`config.mk`:
```
export PLATFORM = sky130hd
export DESIGN_NAME = uart_rx_brk
export DESIGN_NICKNAME = d
export VERILOG_FILES = /design/src/rtl/uart_rx_pkg.sv /design/src/rtl/rx_sync.sv /design/src/rtl/rx_bit_timer.sv /design/src/rtl/rx_par_gen.sv /design/src/rtl/uart_rx_brk.sv
export SDC_FILE = /design/constraint.sdc
export NUM_CORES = 1
export LEC_CHECK = 0
export ABC_AREA = 1
export BUFFER_PORTS_ARGS = -buffer_cell sky130_fd_sc_hd__buf_2
export CAP_MARGIN = 20
export CORE_ASPECT_RATIO = 0.75
export CORE_UTILIZATION = 35
export CTS_CLUSTER_DIAMETER = 50
export DETAILED_ROUTE_END_ITERATION = 10
export PLACE_DENSITY_LB_ADDON = 0.15
export SETUP_SLACK_MARGIN = 0.15
export SYNTH_ARGS = -nofsm -noshare
export SYNTH_HDL_FRONTEND = slang
export SYNTH_HIERARCHICAL = 1
export SYNTH_SLANG_ARGS = --single-unit
export TNS_END_PERCENT = 5
```
`constraint.sdc`:
```
create_clock -name clk_i -period 2.9 [get_ports clk_i]
set_clock_uncertainty 0.15 [all_clocks]
set_input_delay 0.435 -clock clk_i [delete_from_list [all_inputs] [get_ports clk_i]]
set_output_delay 0.435 -clock clk_i [all_outputs]
set_load 0.03 [all_outputs]
```
`src/rtl/uart_rx_pkg.sv`:
```
package uart_rx_pkg;

  localparam int MIN_WORD = 5;

  localparam logic [2:0] PAR_NONE  = 3'd0;
  localparam logic [2:0] PAR_ODD   = 3'd1;
  localparam logic [2:0] PAR_EVEN  = 3'd2;
  localparam logic [2:0] PAR_MARK  = 3'd3;
  localparam logic [2:0] PAR_SPACE = 3'd4;

  typedef enum logic [2:0] {
    S_IDLE,
    S_START,
    S_DATA,
    S_PAR,
    S_STOP,
    S_BRK
  } rx_state_e;

endpackage

```
`src/rtl/rx_sync.sv`:
```
module rx_sync #(
  parameter int   STAGES    = 2,
  parameter logic RESET_VAL = 1'b1
) (
  input  logic clk_i,
  input  logic rst_ni,
  input  logic d_i,
  output logic q_o
);

  logic [STAGES-1:0] chain_q;

  always_ff @(posedge clk_i or negedge rst_ni) begin
    if (!rst_ni) chain_q <= {STAGES{RESET_VAL}};
    else         chain_q <= {chain_q[STAGES-2:0], d_i};
  end

  assign q_o = chain_q[STAGES-1];

endmodule

```
`src/rtl/rx_bit_timer.sv`:
```
module rx_bit_timer #(
  parameter int OSR = 16
) (
  input  logic clk_i,
  input  logic rst_ni,
  input  logic tick_i,
  input  logic load_i,
  input  logic resync_i,
  output logic mid_o,
  output logic last_o
);

  localparam int CW = $clog2(OSR);
  localparam logic [CW-1:0] MID  = CW'(OSR / 2 - 1);
  localparam logic [CW-1:0] LAST = CW'(OSR - 1);

  logic [CW-1:0] cnt_q;

  // start detect tick is tick 0, so the next one is tick 1; resync resumes just past mid
  always_ff @(posedge clk_i or negedge rst_ni) begin
    if (!rst_ni)            cnt_q <= '0;
    else if (load_i)        cnt_q <= resync_i ? MID + 1'b1 : CW'(1);
    else if (tick_i)        cnt_q <= (cnt_q == LAST) ? '0 : cnt_q + 1'b1;
  end

  assign mid_o  = tick_i && (cnt_q == MID);
  assign last_o = tick_i && (cnt_q == LAST);

  AST_TICK_GATE: assert property (@(posedge clk_i) disable iff (!rst_ni)
    (!tick_i && !load_i) |=> $stable(cnt_q));

endmodule

```
`src/rtl/rx_par_gen.sv`:
```
module rx_par_gen
  import uart_rx_pkg::*;
#(
  parameter int DATA_W = 8
) (
  input  logic [DATA_W-1:0] data_i,
  input  logic [2:0]        mode_i,
  output logic              en_o,
  output logic              bit_o
);

  always_comb begin
    en_o  = 1'b1;
    bit_o = 1'b0;
    case (mode_i)
      PAR_ODD:   bit_o = ~(^data_i);
      PAR_EVEN:  bit_o = ^data_i;
      PAR_MARK:  bit_o = 1'b1;
      PAR_SPACE: bit_o = 1'b0;
      default:   en_o  = 1'b0;
    endcase
  end

endmodule

```
`src/rtl/uart_rx_brk.sv`:
```
module uart_rx_brk
  import uart_rx_pkg::*;
#(
  parameter int DATA_W      = 8,
  parameter int OSR         = 16,
  parameter int SYNC_STAGES = 2
) (
  input  logic              clk_i,
  input  logic              rst_ni,
  input  logic              tick_i,
  input  logic              rx_i,
  input  logic [1:0]        word_len_i,
  input  logic [2:0]        parity_mode_i,
  output logic              char_valid_o,
  output logic [DATA_W-1:0] char_data_o,
  output logic              par_err_o,
  output logic              frame_err_o,
  output logic              break_o
);

  localparam int IDX_W = $clog2(DATA_W);

  rx_state_e         state_q;
  logic [IDX_W-1:0]  bit_idx_q;
  logic [DATA_W-1:0] data_q;
  logic              par_q;
  logic              allz_q;

  logic rx_s, mid, last;
  logic start_det, stop_mid, resync;
  logic par_en, par_exp;
  logic [IDX_W-1:0] idx_last;

  rx_sync #(.STAGES(SYNC_STAGES), .RESET_VAL(1'b1)) u_sync (
    .clk_i  (clk_i),
    .rst_ni (rst_ni),
    .d_i    (rx_i),
    .q_o    (rx_s)
  );

  assign start_det = (state_q == S_IDLE) && tick_i && !rx_s;
  assign stop_mid  = (state_q == S_STOP) && mid;
  assign resync    = stop_mid && !rx_s && !allz_q;
  assign idx_last  = IDX_W'(MIN_WORD - 1) + IDX_W'(word_len_i);

  rx_bit_timer #(.OSR(OSR)) u_timer (
    .clk_i    (clk_i),
    .rst_ni   (rst_ni),
    .tick_i   (tick_i),
    .load_i   (start_det || resync),
    .resync_i (resync),
    .mid_o    (mid),
    .last_o   (last)
  );

  rx_par_gen #(.DATA_W(DATA_W)) u_par (
    .data_i (data_q),
    .mode_i (parity_mode_i),
    .en_o   (par_en),
    .bit_o  (par_exp)
  );

  always_ff @(posedge clk_i or negedge rst_ni) begin
    if (!rst_ni) begin
      state_q      <= S_IDLE;
      bit_idx_q    <= '0;
      data_q       <= '0;
      par_q        <= 1'b0;
      allz_q       <= 1'b1;
      char_valid_o <= 1'b0;
      char_data_o  <= '0;
      par_err_o    <= 1'b0;
      frame_err_o  <= 1'b0;
      break_o      <= 1'b0;
    end else begin
      char_valid_o <= 1'b0;
      case (state_q)
        S_IDLE: begin
          if (start_det) begin
            state_q <= S_START;
            data_q  <= '0;
            par_q   <= 1'b0;
            allz_q  <= 1'b1;
          end
        end
        S_START: begin
          if (mid && rx_s) begin
            state_q <= S_IDLE;
          end else if (last) begin
            state_q   <= S_DATA;
            bit_idx_q <= '0;
          end
        end
        S_DATA: begin
          if (mid) begin
            data_q[bit_idx_q] <= rx_s;
            if (rx_s) allz_q <= 1'b0;
          end
          if (last) begin
            if (bit_idx_q == idx_last) state_q <= par_en ? S_PAR : S_STOP;
            else                       bit_idx_q <= bit_idx_q + 1'b1;
          end
        end
        S_PAR: begin
          if (mid) begin
            par_q <= rx_s;
            if (rx_s) allz_q <= 1'b0;
          end
          if (last) state_q <= S_STOP;
        end
        S_STOP: begin
          if (mid) begin
            char_valid_o <= 1'b1;
            if (!rx_s && allz_q) begin
              // whole character low: one zeroed break character, then wait for mark
              char_data_o <= '0;
              par_err_o   <= 1'b0;
              frame_err_o <= 1'b1;
              break_o     <= 1'b1;
              state_q     <= S_BRK;
            end else begin
              char_data_o <= data_q;
              par_err_o   <= par_en && (par_q != par_exp);
              frame_err_o <= !rx_s;
              break_o     <= 1'b0;
              if (rx_s) begin
                state_q <= S_IDLE;
              end else begin
                // low stop bit becomes the next start bit, already past its centre
                state_q <= S_START;
                data_q  <= '0;
                par_q   <= 1'b0;
                allz_q  <= 1'b1;
              end
            end
          end
        end
        S_BRK: begin
          if (tick_i && rx_s) state_q <= S_IDLE;
        end
        default: state_q <= S_IDLE;
      endcase
    end
  end

  AST_VALID_PULSE: assert property (@(posedge clk_i) disable iff (!rst_ni)
    char_valid_o |=> !char_valid_o);

  AST_START_REJECT: assert property (@(posedge clk_i) disable iff (!rst_ni)
    (state_q == S_START && mid && rx_s) |=> (state_q == S_IDLE && !char_valid_o));

  AST_PAR_OFF: assert property (@(posedge clk_i) disable iff (!rst_ni)
    (stop_mid && !par_en) |=> !par_err_o);

  AST_FE_RESYNC: assert property (@(posedge clk_i) disable iff (!rst_ni)
    (char_valid_o && frame_err_o && !break_o) |-> (state_q == S_START));

  AST_BRK_CHAR: assert property (@(posedge clk_i) disable iff (!rst_ni)
    (char_valid_o && break_o) |-> (char_data_o == '0 && frame_err_o && !par_err_o));

  AST_BRK_HOLD: assert property (@(posedge clk_i) disable iff (!rst_ni)
    (state_q == S_BRK && !rx_s) |=> (state_q == S_BRK && !char_valid_o));

endmodule

```
# Word-level counts from Yosys, hierarchy flattened
# Index checks and enable logic that the tools add are counted.
[word_totals] regBits=34 latchBits=0 ramBits=0 romBits=0 inputBits=9 output_inout_bits=12 word_cells=128 n_memories=0
[op_classes] n_addsub=3 mul=0 div=0 n_lt_le_gt_ge=2 eq_ne=29 shift=0 mux=51 n_bitwise=1 reduce_logical=30
[op_table] cell="8-bit two-way mux" n=6
[op_table] cell="3-bit two-way mux" n=14
[op_table] cell="2-bit inequality test (second input constant)" n=13
[op_table] cell="8-bit case mux with 3 select lines" n=1
[op_table] cell="1-bit two-way mux" n=19
[op_table] cell="3-bit case mux with 6 select lines" n=1
[op_table] cell="4-bit two-way mux" n=4
[op_table] cell="7-bit AND reduction" n=2
[op_table] cell="3-bit by 2-bit == test with 1-bit output (second input constant)" n=4
[op_table] cell="1-bit logical AND" n=12
[op_table] cell="6-bit AND reduction" n=2
[op_table] cell="3-bit == test (second input constant)" n=3
[op_table] cell="1-bit case mux with 3 select lines" n=3
[op_table] cell="3-bit nonzero test" n=3
[op_table] cell="8-bit bitwise mux" n=1
[op_table] cell="8-bit XOR reduction" n=1
[op_table] cell="3-bit by 1-bit == test with 1-bit output (second input constant)" n=2
[op_table] cell="3-bit case mux with 2 select lines" n=1
[op_table] cell="5-bit AND reduction" n=1
[op_table] cell="4-bit by 1-bit adder with 4-bit output (second input constant)" n=1
[op_table] cell="4-bit by 3-bit == test with 1-bit output (second input constant)" n=1
[op_table] cell="4-bit == test (second input constant)" n=1
[op_table] cell="3-bit by 4-bit less-than comparator with 1-bit output (second input constant)" n=1
[op_table] cell="2-bit by 1-bit inequality test with 1-bit output (second input constant)" n=2
[op_table] cell="15 further kinds" n=17

# Logic depth before layout (Yosys ltp)
# Gate-level depths: netlist of the first run.
[logic_depth] ltp_word=7 ltp_mapped=14 mapped_depth_nobuf=14

# Modules after synthesis
# Netlist of the first run, hierarchy kept.
[modules_own_cells] mod="uart_rx_brk" n_inst=1 cells_per_inst=207 area_each_um2=1599.0 seq_area_each_um2=701.9
[modules_own_cells] mod="rx_par_gen" n_inst=1 cells_per_inst=58 area_each_um2=240.2 seq_area_each_um2=0.0
[modules_own_cells] mod="rx_bit_timer" n_inst=1 cells_per_inst=31 area_each_um2=236.5 seq_area_each_um2=100.1
[modules_own_cells] mod="rx_sync" n_inst=1 cells_per_inst=2 area_each_um2=52.6 seq_area_each_um2=52.6

# Worst setup path before layout of the first run
# Ideal clock, no wire load.
[synth_timing] kind="reg2reg" start="reg u_timer.cnt_q[0]" end="reg u_timer.cnt_q[3]" setup_ps=116 t_arrival_ps=1848 required_time_ps=2634 path_slack_ps=785 stages_incl_launch_ff=15 path_buffers=0 synth_period_minus_slack_ps=2115 path_cell_list="dfrtp_1 ha_1 nand2_2 nor3_1 inv_1 nand3_1 nand2_2 nor2_4 nand2_1 inv_1 inv_1 nor2_1 nor2_2 nand2_1 nand2_1"
[synth_between] elab_chain_cells=7 word_cells_on_any_way=13 cone_classes="add/sub (1); eq/ne (2); mux (4); reduce/logical (6)"
[synth_rtl] element="start: declaration" line_no="rx_bit_timer.sv:17" rtl="logic [CW-1:0] cnt_q;"
[synth_rtl] element="start signal: assignment" line_no="rx_bit_timer.sv:22" rtl="else if (load_i) cnt_q <= resync_i ? MID + 1'b1 : CW'(1);"
[synth_rtl] element="start signal: assignment" line_no="rx_bit_timer.sv:23" rtl="else if (tick_i) cnt_q <= (cnt_q == LAST) ? '0 : cnt_q + 1'b1;"
[synth_rtl] element="4-bit by 3-bit == test with 1-bit output *" line_no="rx_bit_timer.sv:26" rtl="assign mid_o = tick_i && (cnt_q == MID);"
[synth_rtl] element="1-bit logical AND *" line_no="rx_bit_timer.sv:26"
[synth_rtl] element="via mid" line_no="uart_rx_brk.sv:29" rtl="logic rx_s, mid, last;"
[synth_rtl] element="1-bit logical AND *" line_no="uart_rx_brk.sv:42" rtl="assign stop_mid = (state_q == S_STOP) && mid;"
[synth_rtl] element="1-bit logical AND * (2 in series)" line_no="uart_rx_brk.sv:43" rtl="assign resync = stop_mid && !rx_s && !allz_q;"
[synth_rtl] element="4-bit two-way mux or 1-bit logical OR (tied branches)" line_no="rx_bit_timer.sv:22, uart_rx_brk.sv:50"
[synth_rtl] element="4-bit two-way mux or 2-bit nonzero test (tied branches)"
# Mark *: on every way through the listed nets, which the timed path passes. The rest lies on a longest branch. The select of a mux whose other input is x is not followed.
# A chain may end at the register's enable or synchronous reset.

# Worst setup path in the final report of the first run
# Same ends and word-level chain as after synthesis.

==> results.json, run 1 <==
{
  "crit_fanout": 4,
  "totalWireLength_mm": 4.38,
  "clock_path_buffers": 2,
  "power_frac_comb_pct": 42.9,
  "num_rows": 24,
  "final_common_cell": "nand2_1",
  "hold_viol": 0,
  "final_cell_mix": "nand2_1, inv_1, nand3_1",
  "ctsResizeCount": 0,
  "seq_area_frac_synth_pct": 40.2,
  "layout_worst_path_cycle_share_pct": 77.1,
  "diodes": 0,
  "insertion_delay_ns": 0.28,
  "fin_tns_setup_ns": 0,
  "synth.avg_cell_area_um2": 7.14,
  "status": "completed",
  "rsz0062_at_grt": "false",
  "topRoutingLayerUsed": "met4",
  "cts_buffers": 5,
  "cts_tree": "done",
  "clockRootBuffer": "clkbuf_8",
  "grt_use_total_pct": 15.3,
  "yosysUniqueCellTypes": 27,
  "drive_gt1_share_pct": 16.5,
  "path_clk_slew_ns": 0.07,
  "ioPinCount": 21,
  "cts.sinks": 34,
  "ys_ff_latch": 34,
  "cp_top_family": "simple AND/OR/NAND/NOR gates",
  "crit_slowest_cell": "dfrtp_1",
  "max-slew-margin-rel_pct": 49.0,
  "rrSetupSlack_ns": 0.66,
  "final_core_util_pct": 40.8,
  "grt_pass1_vias": 1703,
  "hpwl_mm": 3.28,
  "syn_nets": 309,
  "wirelength_met1_mm": 2.45,
  "drt_iter0_drc": 76,
  "grt_max_degree": 35,
  "end_kind": "flip-flop",
  "grt.overflow.total": 0,
  "die_w_um": 92.0,
  "synth_ff_type": "dfrtp_1",
  "dieArea_mm2": 0.00640,
  "p_per_area_mw_per_mm2": 760,
  "grt_pass1_wl_mm": 7.73,
  "synthCells": 298,
  "fin_hold_ws_ns": 0.0652,
  "synth_area_mm2": 0.00213,
  "seqPwrFrac_pct": 36.6,
  "drv_slew": 0,
  "drcViolationCount": 0,
  "cts_setup_buffers": 0,
  "grt_antenna_before_repair": 0,
  "start_kind": "flip-flop",
  "crit_arrival_ns": 2.26,
  "cp_num_buf_inv": 3,
  "power_frac_clock_pct": 20.5,
  "area_growth_pct": 11.6,
  "synthArstFlopShare_pct": 100,
  "htreeDepth": 2,
  "synth_edf_count": 0,
  "p_switching_uw": 798,
  "cts.hold.buffers_added": 0,
  "worst_pin_slew_ns": 0.765,
  "antenna_left": 0,
  "wl_met2_mm": 1.70,
  "power.internal_uw": 1010,
  "die_h_um": 69.5,
  "via_per_inst": 4.69,
  "routabilityCongestion": 0.887,
  "worstPathCellList": "ha_1 > nand2_2 > nor3_1 > inv_1 > nand3_1 > nand2_2 > nor2_4 > nand2_1 > inv_1 > inv_1 > nor2_1 > nor2_2 > nand2_1 > nand2_1",
  "path_class": "reg -> reg",
  "cpPeakStageDelay_ns": 0.41,
  "port-buffer-count": 20,
  "netSwitchingFraction_pct": 44.3,
  "core_area_mm2": 0.00583,
  "yosysWarningCount": 6,
  "cp.required_ns": 2.93,
  "period_needed_ns": 2.24,
  "initial_core_util_pct": 36.5,
  "fin_nets": 331,
  "max_cap_violations": 0,
  "firstDrtPassIters": 4,
  "wl_per_cell_um": 11.0,
  "via_count": 1872,
  "p_leak_uw": 0.00129,
  "finalSetupViolations": 0,
  "max_freq_mhz": 447,
  "hp-class": "in -> async",
  "ir_drop_uv": 216,
  "met3_length_um": 189
}
[worst reg2reg max path: stages (launching register included)]
cell and delay (ns):
dfrtp_1 0.41, ha_1 0.22, nand2_2 0.08, nor3_1 0.27, inv_1 0.16, nand3_1 0.13
nand2_2 0.08, nor2_4 0.11, nand2_1 0.07, inv_1 0.10, inv_1 0.08, nor2_1 0.12
nor2_2 0.06, nand2_1 0.07, nand2_1 0.04
[layer usage]
metal / GRT usage (%) / up-vias
met5: 0 / -
met4: 6.08 / 0
met3: 3.95 / 5
met2: 21.1 / 34
met1: 22.5 / 828
li1: - / 1005
[through the flow]
stage / instance area [µm²] / instances / setup WS, ns / power [µW]
global placement: 2280 / 391 / 0.712 / 1450
detailed placement: 2280 / 391 / 0.630 / 1440
floorplan: 2130 / 298 / 0.785 / 1300
CTS: 2370 / 399 / 0.651 / 1830
global route: 2370 / 399 / 0.460 / 1970
finish: 2370 / 399 / 0.665 / 1800
[power by group through the flow]
stage               Combinational, µW  Sequential (µW)  Clock (µW)
CTS                               780              657         391
floorplan                         684              621           0
global placement                  782              668           0
finish                            774              659         371
global route                      889              673         411
detailed placement                779              664           0
[cells in the mapped netlist, types with 2 or more instances]
| master | n | area share (%) |
|---|---|---|
| inv_1 | 35 | 6.2 |
| nand2_2 | 6 | 1.8 |
| nand2_1 | 110 | 19 |
| a22o_1 | 8 | 3.3 |
| nor2_4 | 3 | 1.6 |
| dfstp_2 | 3 | 3.7 |
| buf_6 | 3 | 1.6 |
| inv_2 | 3 | 0.53 |
| ha_1 | 2 | 1.2 |
| xnor2_1 | 2 | 0.82 |
| nor2_1 | 14 | 2.5 |
| nor3_1 | 2 | 0.47 |
| dfrtp_1 | 31 | 36 |
| a21oi_1 | 2 | 0.47 |
| buf_4 | 3 | 1.1 |
| xor2_1 | 2 | 0.82 |
| nand4_1 | 14 | 4.1 |
| nand3_1 | 35 | 8.2 |
| nor2_2 | 5 | 1.5 |
| o21ai_0 | 8 | 1.9 |
[sequential cells by signal, indices dropped and copies added, names as in the netlist]
signal          flops
char_data_o         8
bit_idx_q           3
allz_q              1
break_o             1
data_q              8
par_err_o           1
u_timer/cnt_q       4
par_q               1
char_valid_o        1
u_sync/chain_q      2
state_q             3
frame_err_o         1
[worst paths after layout]
check                                  start           endpoint  depth (start not counted)
max                         u_timer/cnt_q[0]   u_timer/cnt_q[3]                         14
min                                   rst_ni     char_data_o[2]                          1
max reg2reg                 u_timer/cnt_q[0]   u_timer/cnt_q[3]                         14
min reg2reg                u_sync/chain_q[0]  u_sync/chain_q[1]                          0
max in group asynchronous             rst_ni       bit_idx_q[1]                          1
min in group clk_i                      rx_i  u_sync/chain_q[0]                          1
[kinds of logic after synthesis]
kind of cell	count (synthesis)	share of synthesized area, %
compound gates	22	7.11
xor+xnor	4	1.65
fa+ha+maj	2	1.18
buf+inv	45	9.58
flops	34	40.2
simple gates	191	40.3
[layout make-up]
type | instances | area (µm²)
inverter | 38 | 143
sequential | 34 | 855
fill | 622 | 3450
timing repair buffer | 22 | 115
tap | 78 | 97.6
clock inverter | 2 | 12.5
clock buffer | 6 | 82.6
multi-input combinational | 219 | 1070
(Power assumes the default switching activity.)
==> run 2: changes to the inputs <==
==> constraint.sdc (replaced) <==
create_clock -name clk_i -period 1.89 [get_ports clk_i]
set_clock_uncertainty 0.15 [all_clocks]
set_input_delay 0.2835 -clock clk_i [delete_from_list [all_inputs] [get_ports clk_i]]
set_output_delay 0.2835 -clock clk_i [all_outputs]
set_load 0.03 [all_outputs]
==> results.json, run 2 (synthesis gave the netlist of run 1 again) <==
{
  "htreeDepth": 2,
  "insertion_delay_ns": 0.29,
  "grt_use_total_pct": 16.9,
  "finalSetupViolations": 0,
  "grt_pass1_wl_mm": 8.61,
  "port-buffer-count": 20,
  "die_w_um": 92.0,
  "hp-class": "reg -> reg",
  "final_common_cell": "nand2_1",
  "ir_drop_uv": 623,
  "path_clk_slew_ns": 0.07,
  "hpwl_mm": 3.60,
  "hold_depth": 0,
  "drv_slew": 0,
  "initial_core_util_pct": 36.5,
  "fin_tns_setup_ns": 0,
  "max_freq_mhz": 548,
  "grt_pass1_vias": 1826,
  "num_rows": 24,
  "reg_top3": "char_data_o: 8 flops, data_q: 8 flops, u_timer/cnt_q: 4 flops",
  "final_cell_mix": "nand2_1, nand3_1, inv_1",
  "clockRootBuffer": "clkbuf_8",
  "p_leak_uw": 0.00139,
  "start_kind": "flip-flop",
  "final_core_util_pct": 44.2,
  "drt_iter0_drc": 97,
  "via_per_inst": 4.70,
  "cts_buffers": 5,
  "fillers": 610,
  "rr_endpoint": "u_timer/cnt_q[3]",
  "worst_pin_slew_ns": 0.419,
  "antenna_left": 0,
  "grt_antenna_before_repair": 0,
  "cp.required_ns": 1.92,
  "via_count": 1955,
  "ioPinCount": 21,
  "p_per_area_mw_per_mm2": 1220,
  "layout_worst_path_cycle_share_pct": 96.5,
  "clock_path_buffers": 2,
  "hold-path-endpoint": "u_sync/chain_q[1]",
  "cts.sinks": 34,
  "wl_per_cell_um": 11.4,
  "r2r_cells": 14,
  "max-slew-margin-rel_pct": 72.1,
  "core_area_mm2": 0.00583,
  "grt.overflow.total": 0,
  "dieArea_mm2": 0.00640,
  "period_needed_ns": 1.82,
  "rrSetupSlack_ns": 0.07,
  "crit_arrival_ns": 1.85,
  "die_h_um": 69.5,
  "drcViolationCount": 0,
  "firstDrtPassIters": 4,
  "status": "completed",
  "diodes": 0,
  "fin_nets": 348,
  "cts_tree": "done",
  "end_kind": "flip-flop",
  "min_from": "u_sync/chain_q[0]",
  "area_growth_pct": 21.0,
  "grt_max_degree": 19,
  "max_cap_violations": 0,
  "drive_gt1_share_pct": 22.8,
  "routabilityCongestion": 0.835,
  "path_class": "reg -> reg",
  "rsz0062_at_grt": "true",
  "totalWireLength_mm": 4.73,
  "hold_viol": 0,
  "crit_fanout": 4,
  "r2r_start": "u_timer/cnt_q[0]"
}
run 2: worst max-delay path, cell delays in order, from the launching register on:
cell	delay (ns)
dfrtp_1	0.35
ha_2	0.20
nand2_2	0.08
nor3_4	0.15
inv_2	0.08
nand3_2	0.08
nand2_2	0.08
nor2_4	0.09
nand2_2	0.07
inv_2	0.07
inv_2	0.06
nor2_2	0.10
nor2_2	0.06
nand2_1	0.06
nand2_1	0.04
run 2: area by class of cell:
class | count | area (µm²) | area share [%]
Clock buffer | 7 | 86.3 | 3.35
Clock inverter | 1 | 30.0 | 1.17
Inverter | 38 | 143 | 5.54
Multi-Input combinational cell | 219 | 1100 | 42.7
Sequential cell | 34 | 855 | 33.2
Tap cell | 78 | 97.6 | 3.79
Timing Repair Buffer | 39 | 264 | 10.3
run 2: worst max-delay path by stage:
stage / startpoint / depth (start not counted) / to / slack [ns]
3_5_place_dp: u_timer/cnt_q[1] / 14 / u_timer/cnt_q[3] / 0.009
3_3_place_gp: u_timer/cnt_q[1] / 10 / state_q[1] / 0.03
4_1_cts: u_timer/cnt_q[0] / 14 / u_timer/cnt_q[3] / 0.06
2_1_floorplan: u_timer/cnt_q[1] / 14 / u_timer/cnt_q[3] / -0.03
6_report: u_timer/cnt_q[0] / 14 / u_timer/cnt_q[3] / 0.07
5_1_grt: u_timer/cnt_q[0] / 14 / u_timer/cnt_q[3] / -0.09
run 2: through the flow:
step	worst slack (ns)	instance area (µm²)	total power (µW)	cells	hold WS (ns)
final	0.0656	2570	3140	416	0.207
after global routing	-0.0945	2570	3440	416	0.216
after CTS	0.0594	2560	3140	416	0.208
after detailed placement	0.00933	2410	2410	404	0.0932
after global placement	0.0316	2410	2410	404	0.0917
after floorplan	-0.0328	2150	2040	298	-0.162
run 2: routing by layer:
| metal | up-vias | track usage [%] | share of wire (%) |
|---|---|---|---|
| met5 | - | 0 | 0 |
| met4 | 0 | 5.21 | 1.5 |
| met3 | 9 | 3.95 | 4.9 |
| met2 | 33 | 23.2 | 38 |
| met1 | 875 | 25.9 | 56 |
| li1 | 1038 | - | - |
run 2: repair_timing:
action	4_1_cts	5_1_grt
hold buffers	2	0
pin swaps	2	2
endpoints found under the hold margin	16	0
buffers inserted	2	0
resized for setup	0	4
setup endpoints to repair	27	29
run 2: report_power, final:
| group | internal (µW) | switching (µW) |
|---|---|---|
| registers | 843 | 126 |
| clock network | 430 | 280 |
| logic | 559 | 905 |
| total | 1830 | 1310 |
